[config.mk]
export PLATFORM = sky130hd
export DESIGN_NAME = dual_fifo_irq
export DESIGN_NICKNAME = d
export VERILOG_FILES = /design/src/rtl/fifo_irq_pkg.sv /design/src/rtl/byte_fifo.sv /design/src/rtl/trail_timer.sv /design/src/rtl/int_status_reg.sv /design/src/rtl/dual_fifo_irq.sv
export SDC_FILE = /design/constraint.sdc
export NUM_CORES = 1
export LEC_CHECK = 0
export BUFFER_PORTS_ARGS = -buffer_cell sky130_fd_sc_hd__buf_2
export CAP_MARGIN = 30
export CORE_MARGIN = 3
export CORE_UTILIZATION = 65
export CTS_BUF_LIST = sky130_fd_sc_hd__clkbuf_4
export CTS_CLUSTER_DIAMETER = 60
export DETAILED_ROUTE_END_ITERATION = 8
export GPL_TIMING_DRIVEN = 0
export HOLD_SLACK_MARGIN = 0.03
export PLACE_DENSITY_LB_ADDON = 0.1
export SLEW_MARGIN = 10
export SYNTH_ARGS = -nofsm -noshare
export SYNTH_HDL_FRONTEND = slang
export SYNTH_SLANG_ARGS = --single-unit
[constraint.sdc]
create_clock -name clk -period 5.18 [get_ports clk]
set_input_delay 1.036 -clock clk [delete_from_list [all_inputs] [get_ports clk]]
set_output_delay 1.036 -clock clk [all_outputs]
set_load 0.1 [all_outputs]
[src/rtl/fifo_irq_pkg.sv]
package fifo_irq_pkg;

   // Interrupt status bit positions (decoded by software, so fixed)
   localparam int INT_W      = 10;
   localparam int ST_TX_AE   = 0;
   localparam int ST_RX_AF   = 1;
   localparam int ST_TX_UNF  = 2;
   localparam int ST_TX_OVF  = 3;
   localparam int ST_RX_UNF  = 4;
   localparam int ST_RX_OVF  = 5;
   localparam int ST_TRAIL   = 6;
   localparam int ST_XFER    = 9;

   // Implemented status bits; the rest are tied to zero
   localparam logic [INT_W-1:0] IMPL_MASK = 10'b10_0111_1111;

   // Width of each level field in the packed status word
   localparam int STAT_LVL_W = 7;

   typedef struct packed {
      logic                  empty;
      logic                  full;
      logic [STAT_LVL_W-1:0] level;
   } q_view_t;

   function automatic logic [31:0] pack_status(input q_view_t txv, input q_view_t rxv);
      logic [31:0] w;
      w        = '0;
      w[8:0]   = txv;
      w[24:16] = rxv;
      return w;
   endfunction

endpackage

[src/rtl/byte_fifo.sv]
module byte_fifo #(
   parameter  int DEPTH = 64,
   parameter  int DW    = 8,
   localparam int LVL_W = $clog2(DEPTH + 1),
   localparam int AW    = (DEPTH > 1) ? $clog2(DEPTH) : 1
) (
   input  logic             clk,
   input  logic             rst_n,
   input  logic             en,
   input  logic             wr,
   input  logic [DW-1:0]    wdata,
   input  logic             rd,
   output logic [DW-1:0]    rdata,
   output logic [LVL_W-1:0] level,
   output logic             full,
   output logic             empty,
   output logic             ovf,
   output logic             unf
);

   localparam bit IS_POW2 = ((DEPTH & (DEPTH - 1)) == 0);

   initial begin : p_elab_chk
      assert (DEPTH >= 2) else $error("byte_fifo: DEPTH must be at least 2");
      assert (DW >= 1)    else $error("byte_fifo: DW must be positive");
   end

   logic [DW-1:0] mem [DEPTH];
   logic [AW-1:0] wr_ptr, rd_ptr, wr_nxt, rd_nxt;
   logic          push_ok, pop_ok;

   assign full    = (level == LVL_W'(DEPTH));
   assign empty   = (level == '0);
   assign push_ok = en & wr & ~full;
   assign pop_ok  = en & rd & ~empty;
   assign ovf     = en & wr & full;
   assign unf     = en & rd & empty;

   // Pointer advance: free wrap for power-of-two depths, compare otherwise
   generate
      if (IS_POW2) begin : g_wrap_free
         assign wr_nxt = wr_ptr + 1'b1;
         assign rd_nxt = rd_ptr + 1'b1;
      end else begin : g_wrap_cmp
         assign wr_nxt = (wr_ptr == AW'(DEPTH - 1)) ? '0 : wr_ptr + 1'b1;
         assign rd_nxt = (rd_ptr == AW'(DEPTH - 1)) ? '0 : rd_ptr + 1'b1;
      end
   endgenerate

   always_ff @(posedge clk or negedge rst_n) begin
      if (!rst_n) begin
         wr_ptr <= '0;
         rd_ptr <= '0;
         level  <= '0;
      end else if (!en) begin
         wr_ptr <= '0;
         rd_ptr <= '0;
         level  <= '0;
      end else begin
         if (push_ok) wr_ptr <= wr_nxt;
         if (pop_ok)  rd_ptr <= rd_nxt;
         case ({push_ok, pop_ok})
            2'b10:   level <= level + 1'b1;
            2'b01:   level <= level - 1'b1;
            default: level <= level;
         endcase
      end
   end

   always_ff @(posedge clk) begin
      if (push_ok) mem[wr_ptr] <= wdata;
   end

   assign rdata = (en && !empty) ? mem[rd_ptr] : '0;

   a_r2_level_bound: assert property (@(posedge clk) disable iff (!rst_n)
      level <= LVL_W'(DEPTH));

   a_r3_overrun_holds_level: assert property (@(posedge clk) disable iff (!rst_n)
      (en && wr && full && !rd) |=> $stable(level));

   a_r4_underrun_stays_empty: assert property (@(posedge clk) disable iff (!rst_n)
      (en && rd && empty && !wr) |=> empty);

   a_r5_off_reads_empty: assert property (@(posedge clk) disable iff (!rst_n)
      !en |=> (level == '0));

endmodule

[src/rtl/trail_timer.sv]
module trail_timer #(
   parameter int LVL_W = 7,
   parameter int CNT_W = 8
) (
   input  logic             clk,
   input  logic             rst_n,
   input  logic             en,
   input  logic [LVL_W-1:0] level,
   input  logic [LVL_W-1:0] trig,
   input  logic             activity,
   input  logic [CNT_W-1:0] limit,
   output logic             fire
);

   initial begin : p_elab_chk
      assert (CNT_W >= 1) else $error("trail_timer: CNT_W must be positive");
   end

   logic [CNT_W-1:0] cnt;
   logic             residue;
   logic             at_limit;

   assign residue  = en && (level != '0) && (level < trig);
   assign at_limit = (cnt == limit);
   assign fire     = residue && !activity &&
                     (({1'b0, cnt} + 1'b1) == {1'b0, limit});

   always_ff @(posedge clk or negedge rst_n) begin
      if (!rst_n)                   cnt <= '0;
      else if (!residue || activity) cnt <= '0;
      else if (!at_limit)           cnt <= cnt + 1'b1;
   end

   a_r8_fire_once: assert property (@(posedge clk) disable iff (!rst_n)
      fire |=> !fire);

endmodule

[src/rtl/int_status_reg.sv]
module int_status_reg
   import fifo_irq_pkg::*;
(
   input  logic             clk,
   input  logic             rst_n,
   input  logic [INT_W-1:0] set,
   input  logic             clr_wr,
   input  logic [INT_W-1:0] clr_mask,
   input  logic [INT_W-1:0] irq_en,
   output logic [INT_W-1:0] stat,
   output logic             irq
);

   generate
      for (genvar b = 0; b < INT_W; b++) begin : g_bit
         if (IMPL_MASK[b]) begin : g_flop
            logic q;
            always_ff @(posedge clk or negedge rst_n) begin
               if (!rst_n) q <= 1'b0;
               else        q <= (q & ~(clr_wr & clr_mask[b])) | set[b];
            end
            assign stat[b] = q;

            a_r10_clear_takes: assert property (@(posedge clk) disable iff (!rst_n)
               (clr_wr && clr_mask[b] && !set[b]) |=> !q);

            a_r10_set_wins: assert property (@(posedge clk) disable iff (!rst_n)
               set[b] |=> q);
         end else begin : g_tie
            logic unused_bit;
            assign unused_bit = set[b] ^ clr_mask[b];
            assign stat[b]    = 1'b0;
         end
      end
   endgenerate

   assign irq = |(stat & irq_en);

   a_r9_xfer_sets: assert property (@(posedge clk) disable iff (!rst_n)
      set[ST_XFER] |=> stat[ST_XFER]);

endmodule

[src/rtl/dual_fifo_irq.sv]
module dual_fifo_irq
   import fifo_irq_pkg::*;
#(
   parameter  int DEPTH   = 64,
   parameter  int TRAIL_W = 8,
   localparam int LVL_W   = $clog2(DEPTH + 1)
) (
   input  logic               clk,
   input  logic               rst_n,
   input  logic               tx_en,
   input  logic               rx_en,
   input  logic [LVL_W-1:0]   tx_trig,
   input  logic [LVL_W-1:0]   rx_trig,
   input  logic [TRAIL_W-1:0] trail_limit,
   input  logic               host_tx_wr,
   input  logic [7:0]         host_tx_data,
   input  logic               host_rx_rd,
   output logic [7:0]         host_rx_data,
   input  logic               eng_tx_rd,
   output logic [7:0]         eng_tx_data,
   input  logic               eng_rx_wr,
   input  logic [7:0]         eng_rx_data,
   input  logic               xfer_evt,
   input  logic [INT_W-1:0]   irq_en,
   input  logic               int_clr_wr,
   input  logic [INT_W-1:0]   int_clr_mask,
   output logic [INT_W-1:0]   int_status,
   output logic [31:0]        fifo_status,
   output logic               irq
);

   initial begin : p_elab_chk
      assert (LVL_W <= STAT_LVL_W) else $error("dual_fifo_irq: DEPTH too large for status field");
   end

   logic [LVL_W-1:0] tx_lvl, rx_lvl;
   logic             tx_full, tx_empty, rx_full, rx_empty;
   logic             tx_ovf, tx_unf, rx_ovf, rx_unf;
   logic             trail_fire;
   logic [INT_W-1:0] set_vec;
   q_view_t          tx_view, rx_view;

   byte_fifo #(.DEPTH(DEPTH), .DW(8)) u_txq (
      .clk(clk), .rst_n(rst_n), .en(tx_en),
      .wr(host_tx_wr), .wdata(host_tx_data),
      .rd(eng_tx_rd), .rdata(eng_tx_data),
      .level(tx_lvl), .full(tx_full), .empty(tx_empty),
      .ovf(tx_ovf), .unf(tx_unf)
   );

   byte_fifo #(.DEPTH(DEPTH), .DW(8)) u_rxq (
      .clk(clk), .rst_n(rst_n), .en(rx_en),
      .wr(eng_rx_wr), .wdata(eng_rx_data),
      .rd(host_rx_rd), .rdata(host_rx_data),
      .level(rx_lvl), .full(rx_full), .empty(rx_empty),
      .ovf(rx_ovf), .unf(rx_unf)
   );

   trail_timer #(.LVL_W(LVL_W), .CNT_W(TRAIL_W)) u_trail (
      .clk(clk), .rst_n(rst_n), .en(rx_en),
      .level(rx_lvl), .trig(rx_trig),
      .activity(host_rx_rd | eng_rx_wr),
      .limit(trail_limit), .fire(trail_fire)
   );

   always_comb begin
      set_vec            = '0;
      set_vec[ST_TX_AE]  = tx_en && (tx_lvl <= tx_trig);
      set_vec[ST_RX_AF]  = rx_en && (rx_lvl >= rx_trig);
      set_vec[ST_TX_UNF] = tx_unf;
      set_vec[ST_TX_OVF] = tx_ovf;
      set_vec[ST_RX_UNF] = rx_unf;
      set_vec[ST_RX_OVF] = rx_ovf;
      set_vec[ST_TRAIL]  = trail_fire;
      set_vec[ST_XFER]   = xfer_evt;
   end

   int_status_reg u_ists (
      .clk(clk), .rst_n(rst_n), .set(set_vec),
      .clr_wr(int_clr_wr), .clr_mask(int_clr_mask),
      .irq_en(irq_en), .stat(int_status), .irq(irq)
   );

   assign tx_view     = '{empty: tx_empty, full: tx_full, level: STAT_LVL_W'(tx_lvl)};
   assign rx_view     = '{empty: rx_empty, full: rx_full, level: STAT_LVL_W'(rx_lvl)};
   assign fifo_status = pack_status(tx_view, rx_view);

   a_r3_tx_overrun_flag: assert property (@(posedge clk) disable iff (!rst_n)
      (tx_en && host_tx_wr && tx_full) |=> int_status[ST_TX_OVF]);

   a_r4_rx_underrun_flag: assert property (@(posedge clk) disable iff (!rst_n)
      (rx_en && host_rx_rd && rx_empty) |=> int_status[ST_RX_UNF]);

endmodule

==> results of run 1 <==
==> registers in the layout, summed over array words and instances (netlist names) <==
register,count
u_ists.g_bit.g_flop.q,8
u_rxq.level,7
u_rxq.mem,512
u_rxq.rd_ptr,6
u_rxq.wr_ptr,6
u_trail.cnt,8
u_txq.level,7
u_txq.mem,512
u_txq.rd_ptr,6
u_txq.wr_ptr,6
==> worst reg2reg max path, cell delays in order, from the launching register on <==
cell and delay [ps]:
dfrtp_1 560, nor4_4 130, a31oi_1 590, and3_1 330, nand3_1 740, nor2_1 1070
==> per-stage QoR <==
stage               TNS, ps  power, mW
floorplan             -2890       13.5
global route          -23.3       22.9
CTS                   -60.5       22.0
detailed placement        0       14.8
global placement          0       14.7
finish                    0       22.0
==> synthesized netlist by cell type, types with 7 or more instances <==
library cell  count
buf_1            12
o21ai_0          36
a2111oi_0        14
buf_2            29
a211oi_1         16
o32ai_1           9
nand3_1          49
a21oi_1          37
o22ai_1          29
buf_4            39
inv_1            27
mux4_2          186
nand4_1          15
a22o_1           13
ha_1             23
nand2b_1          8
nor2b_1          19
and2_1           28
a31oi_1          11
edfxtp_1       1024
or3_1            14
dfrtp_1          54
and3_1            7
nand2_1          71
clkbuf_1         70
nor2_1          172
xor2_1           10
nand3b_1          8
a22oi_1          43
o221ai_1         24
mux2i_1         170
a221oi_1          7
nor3_1           24
xnor2_1          36
==> where the power goes <==
group          switching (mW)  leakage [nW]  internal, mW  total [mW]
clock                    3.30          1.99          3.75        7.04
sequential              0.117          9.94          9.62        9.74
combinational            3.29          4.58          1.91        5.21
==> final cells by class <==
class	count	area share, %
Tap cell	864	2.17
Inverter	28	0.211
Buffer	154	1.99
Clock buffer	389	5.86
Timing Repair Buffer	125	1.95
Sequential cell	1078	64.4
Clock inverter	74	0.894
Antenna cell	3	0.0151
Multi-Input combinational cell	1170	22.5
==> timing repair <==
action	in CTS	in global routing
gates cloned	0	0
endpoints found under the hold margin	54	0
pin swaps	6	4
gates resized for setup	126	50
setup buffers	0	0
endpoints found under the setup margin	16	16
hold buffers	1	0
==> per-layer routing <==
layer / vias to the layer above / routed length, um
met1: 12700 / 41500
met4: 2 / 2780
met5: - / 13
li1: 10800 / -
met3: 259 / 13800
met2: 1708 / 50000
==> cell families (layout without fill, tap and decap cells) <==
logic type	Yosys count	after routing	synth area share, %
AO/OA/AOI/OAI	285	285	4.65
XOR/XNOR	46	46	0.920
adder cells (fa/ha/maj)	23	23	0.657
buffers and inverters	183	770	2.08
flip-flops	1078	1078	73.3
multiplexers	357	357	13.5
other	1	19	0.00857
AND/OR/NAND/NOR	443	443	4.86
==> how the worst min path moves through the flow <==
| stage | startpoint | slack [ps] | end | cells past startpoint |
|---|---|---|---|---|
| 2_1_floorplan | u_ists.g_bit[6].g_flop.q | 470 | u_ists.g_bit[6].g_flop.q | 2 |
| 3_3_place_gp | u_ists.g_bit[9].g_flop.q | 480 | u_ists.g_bit[9].g_flop.q | 1 |
| 3_5_place_dp | u_ists.g_bit[9].g_flop.q | 500 | u_ists.g_bit[9].g_flop.q | 1 |
| 4_1_cts | xfer_evt | 50 | u_ists.g_bit[9].g_flop.q | 2 |
| 5_1_grt | xfer_evt | 80 | u_ists.g_bit[9].g_flop.q | 2 |
| 6_report | xfer_evt | 150 | u_ists.g_bit[9].g_flop.q | 2 |
==> impl_metrics.py, run 1 <==
metrics = {
    "power_and_ir_drop": {
        "power.density_nw_per_um2": 441,
        "p_leak_nw": 16.5,
        "irDropWorstVdd_v": 0.000282,
    },
    "place": {
        "io_buffers": 103,
        "place_area_um2": 45800,
        "dp.cells": 3417,
        "place_congestion": 0.973,
        "pre_cts_slack_ps": 263,
        "post-dp-hpwl_mm": 71.1,
    },
    "logic_synthesis": {
        "synth_area_leader_cell": "edfxtp_1",
        "synth_seq_cells": 1078,
        "syn-mean-instance-area_um2": 18.1,
        "synth_edf_count": 1024,
        "synthTopCellsByArea": "edfxtp_1 (70%), mux4_2 (9.6%), mux2i_1 (3.9%)",
        "async_flop_share_pct": 5.01,
        "synthDistinctLibCells": 77,
        "yosysWarnings": 0,
        "synth_ff_type": "edfxtp_1",
        "ys_seq_area_share_pct": 73.3,
        "synth_top_area_share_pct": 70.2,
        "mappedNetlistArea_um2": 43800,
        "synth_cells": 2416,
    },
    "worst_setup_path": {
        "criticalPathCategory": "reg -> out",
        "reg2reg_slack_ps": 1300,
        "endpoint": "host_rx_data[5]",
        "cp_max_fo": 10,
        "cp.depth": 5,
        "startpoint": "u_rxq.rd_ptr[4]",
        "reg2reg_depth": 5,
        "rr_endpoint": "u_txq.mem[63][3]",
        "crit_path_start_kind": "flop",
        "slowest_delay_ps": 840,
        "crit_required_ps": 4140,
        "path_delay_family": "buffers and inverters",
        "reg2reg_from": "u_txq.level[3]",
        "worstPathCellList": "clkbuf_1, nand3_1, a211oi_1, or3_1, buf_6",
        "cp.arrival_ps": 4100,
        "end_kind": "output pin",
        "critical_path_buf_inv_count": 2,
        "slowest_stage": "clkbuf_1",
    },
    "global_route": {
        "grt_max_degree": 65,
        "antenna_found_initial": 4,
        "track_usage_pct": 31.2,
        "grt-ovfl-total": 0,
        "grt_pass1_wl_mm": 161,
        "grtUsageMet2_pct": 46.3,
        "busiest_layer": "met2",
        "grt_use_met3_pct": 10.6,
        "use_met1_pct": 44.5,
        "grt_pass1_vias": 25800,
    },
    "detailed_routing": {
        "first_pass_iters": 8,
        "totalWireLength_mm": 108,
        "drc": 0,
        "wire_per_inst_um": 27.8,
        "drtIter0Drc": 3247,
        "via_per_inst": 6.56,
        "via_count": 25500,
        "ant_nets": 0,
    },
    "clocking": {
        "clock_path_buffers": 4,
        "cts_buffers": 281,
        "clk_latency_ps": 1090,
        "cts.clk_slew.worst_paths_ps": 70,
        "clock-sinks": 1078,
        "htree_num_levels": 5,
        "cts-root-buf": "clkbuf_4",
        "cts_tree": "done",
    },
    "sta": {
        "hold_viol_final": 0,
        "drv_slew": 0,
        "fin_ws_ps": 41.8,
        "min_period_over_period_pct": 99.2,
        "fin_crit_ps": 5140,
        "relSlewSlack_pct": 29.4,
        "whs_ps": 154,
        "worst_pin_slew_ps": 1060,
        "final-setup-viol-count": 0,
        "fin_skew_ps": 78.0,
        "max_freq_ghz": 0.195,
    },
    "final_layout": {
        "multi_input_area_um2": 11200,
        "fin_cells": 3885,
        "drive_gt1_share_pct": 28.9,
        "final_common_cell": "edfxtp_1",
        "fin_util_pct": 75.2,
        "fill_cells": 3883,
        "areaGrowthSynthToFinish_pct": 13.8,
        "num-nets-final": 2929,
        "layout.area.seq_um2": 32100,
        "fin_area_um2": 49800,
        "final_cell_mix": "edfxtp_1 (1024), clkbuf_4 (397), mux4_2 (186)",
    },
    "floorplan": {
        "die_width_um": 266,
        "ios": 127,
        "die_y_um": 266,
        "fp-row-count": 94,
        "die_area_um2": 70500,
        "initial_core_util_pct": 66.1,
        "core_um2": 66200,
    },
    "worst_hold_path": {
        "hold_class": "in -> reg",
    },
    "flow_run": {
        "max_cap_viol_count": 0,
    },
    "status": {
        "status": "complete, no violations",
    },
}
No activity file was read; power rests on OpenSTA's default activity.
==> inputs of run 2 (changes only) <==
--- a/config.mk
+++ b/config.mk
@@ -18,4 +18,5 @@
 export SLEW_MARGIN = 10
 export SYNTH_ARGS = -nofsm -noshare
 export SYNTH_HDL_FRONTEND = slang
+export SYNTH_HIERARCHICAL = 1
 export SYNTH_SLANG_ARGS = --single-unit
==> impl_metrics.py, run 2 <==
metrics = {
    "logic_synthesis": {
        "mappedNetlistArea_um2": 43900,
        "synth_common_cells": "edfxtp_1 (1024), mux4_2 (320), nor2_1 (152)",
        "synth_area_leader_cell": "edfxtp_1",
        "synthAdderAreaFrac_pct": 0.827,
        "synth-xor-area-share_pct": 0.935,
        "synthDistinctLibCells": 68,
        "async_flop_share_pct": 5.01,
        "synth_top_area_share_pct": 70.1,
        "synth_top_family_by_area": "multiplexers",
        "synth_compound_area_share_pct": 1.88,
        "yosysWarnings": 6,
        "synth-simple-area-share_pct": 3.91,
        "ys_seq_area_share_pct": 73.1,
        "synth.area.mux_share_pct": 17.2,
        "synth_seq_cells": 1078,
        "synth_cells": 2165,
        "synthTopCellsByArea": "edfxtp_1 (70%), mux4_2 (16%), dfrtp_1 (3.1%)",
        "synth_ff_type": "edfxtp_1",
        "synth_edf_count": 1024,
        "syn-mean-instance-area_um2": 20.3,
        "synth.most_common_cell": "edfxtp_1",
    },
    "sta": {
        "relSlewSlack_pct": 35.0,
        "final-setup-viol-count": 0,
        "drv_slew": 0,
        "fin_skew_ps": 89.5,
        "fin_crit_ps": 5080,
        "min_period_over_period_pct": 98.0,
        "rsz0062_at_grt": "yes",
        "worst_pin_slew_ps": 975,
        "hold_viol_final": 0,
        "max_freq_ghz": 0.197,
    },
    "final_layout": {
        "fin_cells": 3647,
        "num-nets-final": 2693,
        "top_regs": "u_rxq/mem x512, u_txq/mem x512",
        "drive_gt1_share_pct": 35.7,
        "final_cell_mix": "edfxtp_1 (1024), clkbuf_4 (410), mux4_2 (320)",
        "final_common_cell": "edfxtp_1",
        "fin_area_um2": 49500,
        "areaGrowthSynthToFinish_pct": 12.8,
    },
    "power_and_ir_drop": {
        "power.density_nw_per_um2": 451,
        "irDropWorstVdd_v": 0.000659,
        "p_leak_nw": 16.3,
    },
    "clocking": {
        "clk_latency_ps": 1100,
        "cts_setup_buffers": 0,
        "cts_tree": "done",
        "htree_num_levels": 5,
        "cts.clk_slew.worst_paths_ps": 70,
        "cts_buffers": 282,
        "cts-root-buf": "clkbuf_4",
        "clock-sinks": 1078,
        "clock_path_buffers": 4,
    },
    "floorplan": {
        "core_um2": 66300,
        "die_area_um2": 70700,
        "die_y_um": 266,
        "die_width_um": 266,
        "fp-row-count": 94,
        "ios": 127,
        "initial_core_util_pct": 66.2,
    },
    "global_route": {
        "grt_pass1_wl_mm": 152,
        "grt_use_met3_pct": 5.83,
        "grt_pass1_vias": 24000,
        "grt-ovfl-total": 0,
        "antenna_found_initial": 1,
        "grt_max_degree": 55,
        "use_met1_pct": 38.7,
        "grtUsageMet2_pct": 49.4,
        "track_usage_pct": 30.0,
        "busiest_layer": "met2",
    },
    "place": {
        "post-dp-hpwl_mm": 67.6,
        "place_congestion": 0.895,
        "dp.cells": 3170,
        "place_area_um2": 46000,
        "io_buffers": 105,
    },
    "detailed_routing": {
        "first_pass_iters": 6,
        "drc": 0,
        "drtIter0Drc": 2701,
        "via_per_inst": 6.46,
        "totalWireLength_mm": 103,
        "wire_per_inst_um": 28.1,
        "via_count": 23600,
        "ant_nets": 0,
    },
    "worst_setup_path": {
        "crit_required_ps": 4140,
        "criticalPathCategory": "reg -> out",
        "crit_path_start_kind": "flop",
        "cp_max_fo": 10,
        "cp.arrival_ps": 4040,
        "end_kind": "output pin",
    },
    "flow_run": {
        "max_cap_viol_count": 0,
    },
    "worst_hold_path": {
        "hold_class": "in -> reg",
    },
    "status": {
        "status": "complete, no violations",
    },
}
==> run 2: cell count changes after synthesis, moves of 14 or more <==
cell       change
a2111oi_0     -14
a21oi_1       -18
a22oi_1       -37
clkbuf_1      -21
mux2i_1      -135
mux4_2       +134
nand2_1       -16
nand3_1       -15
nor2_1        -20
o21ai_0       -14
o221ai_1      -24
==> run 2: where the power goes <==
group	switching, mW	internal (mW)	leakage (nW)	total, mW
combinational	3.46	2.16	4.28	5.62
sequential	0.123	9.64	9.94	9.76
clock	3.20	3.76	2.05	6.96
==> run 2: cell families (layout without fill, tap and decap cells) <==
kind of cell	count (synthesis)	in the layout
muxes	356	356
buffers and inverters	179	782
AOI/OAI and AO/OA	122	122
and+or+nand+nor	353	353
xor gates and xnor gates	46	46
other	2	17
adders and majority gates	29	29
DFF	1078	1078
==> run 2: per-layer routing <==
metal	wire length, um	vias up
li1	-	9897
met1	36500	12000
met2	52500	1340
met3	8350	280
met4	5230	0
met5	0	-
==> run 2: path summary, 6_finish.rpt <==
check                                         start                        to  slack, ps  cells after the start
min in group asynchronous                     rst_n            u_trail/cnt[6]        570                      2
max in group asynchronous                     rst_n            u_txq/level[1]       4020                      2
max reg2reg                          u_rxq/level[2]           u_rxq/mem[7][6]       1290                      5
max                                 u_txq/rd_ptr[0]            eng_tx_data[2]        100                      8
min                                 int_clr_mask[2]  u_ists/g_bit[2].g_flop.q        240                      3
min reg2reg                u_ists/g_bit[4].g_flop.q  u_ists/g_bit[4].g_flop.q        510                      1
==> run 2: area by class of cell <==
class / instances / area, um^2
fillers: 3834 / 16800
inverters: 36 / 135
flip-flops and latches: 1078 / 32100
plain buffers: 143 / 815
well taps: 864 / 1080
clock buffers: 403 / 3030
clock inverters: 67 / 377
diodes: 1 / 2.50
repair buffers: 133 / 1020
multi-input cells: 922 / 11000
==> run 2: through the flow <==
stage / setup TNS (ps) / power, mW / worst slack [ps] / hold WS, ps / utilization (%)
after detailed placement: 0 / 15.5 / 654 / 501 / 69.3
after floorplan: 0 / 13.9 / 780 / 473 / -
final: 0 / 22.3 / 102 / 239 / 74.6
after global placement: 0 / 15.4 / 748 / 494 / 68.7
after global routing: -21.1 / 23.3 / -14.9 / 164 / 74.6
after CTS: 0 / 22.5 / 5.42 / 119 / 74.5
==> run 2: what timing repair did <==
action	in CTS	in global routing
endpoints found under the hold margin	45	0
pin swaps	0	0
hold buffers	2	0
gates resized for setup	23	28
endpoints found under the setup margin	16	14
==> run 2: critical path, cell delays in order (launching register included) <==
cell	delay, ps
dfrtp_1	490
clkbuf_1	220
buf_6	180
buf_4	310
mux4_2	550
mux4_2	510
mux2i_1	210
o22ai_1	210
clkbuf_4	340
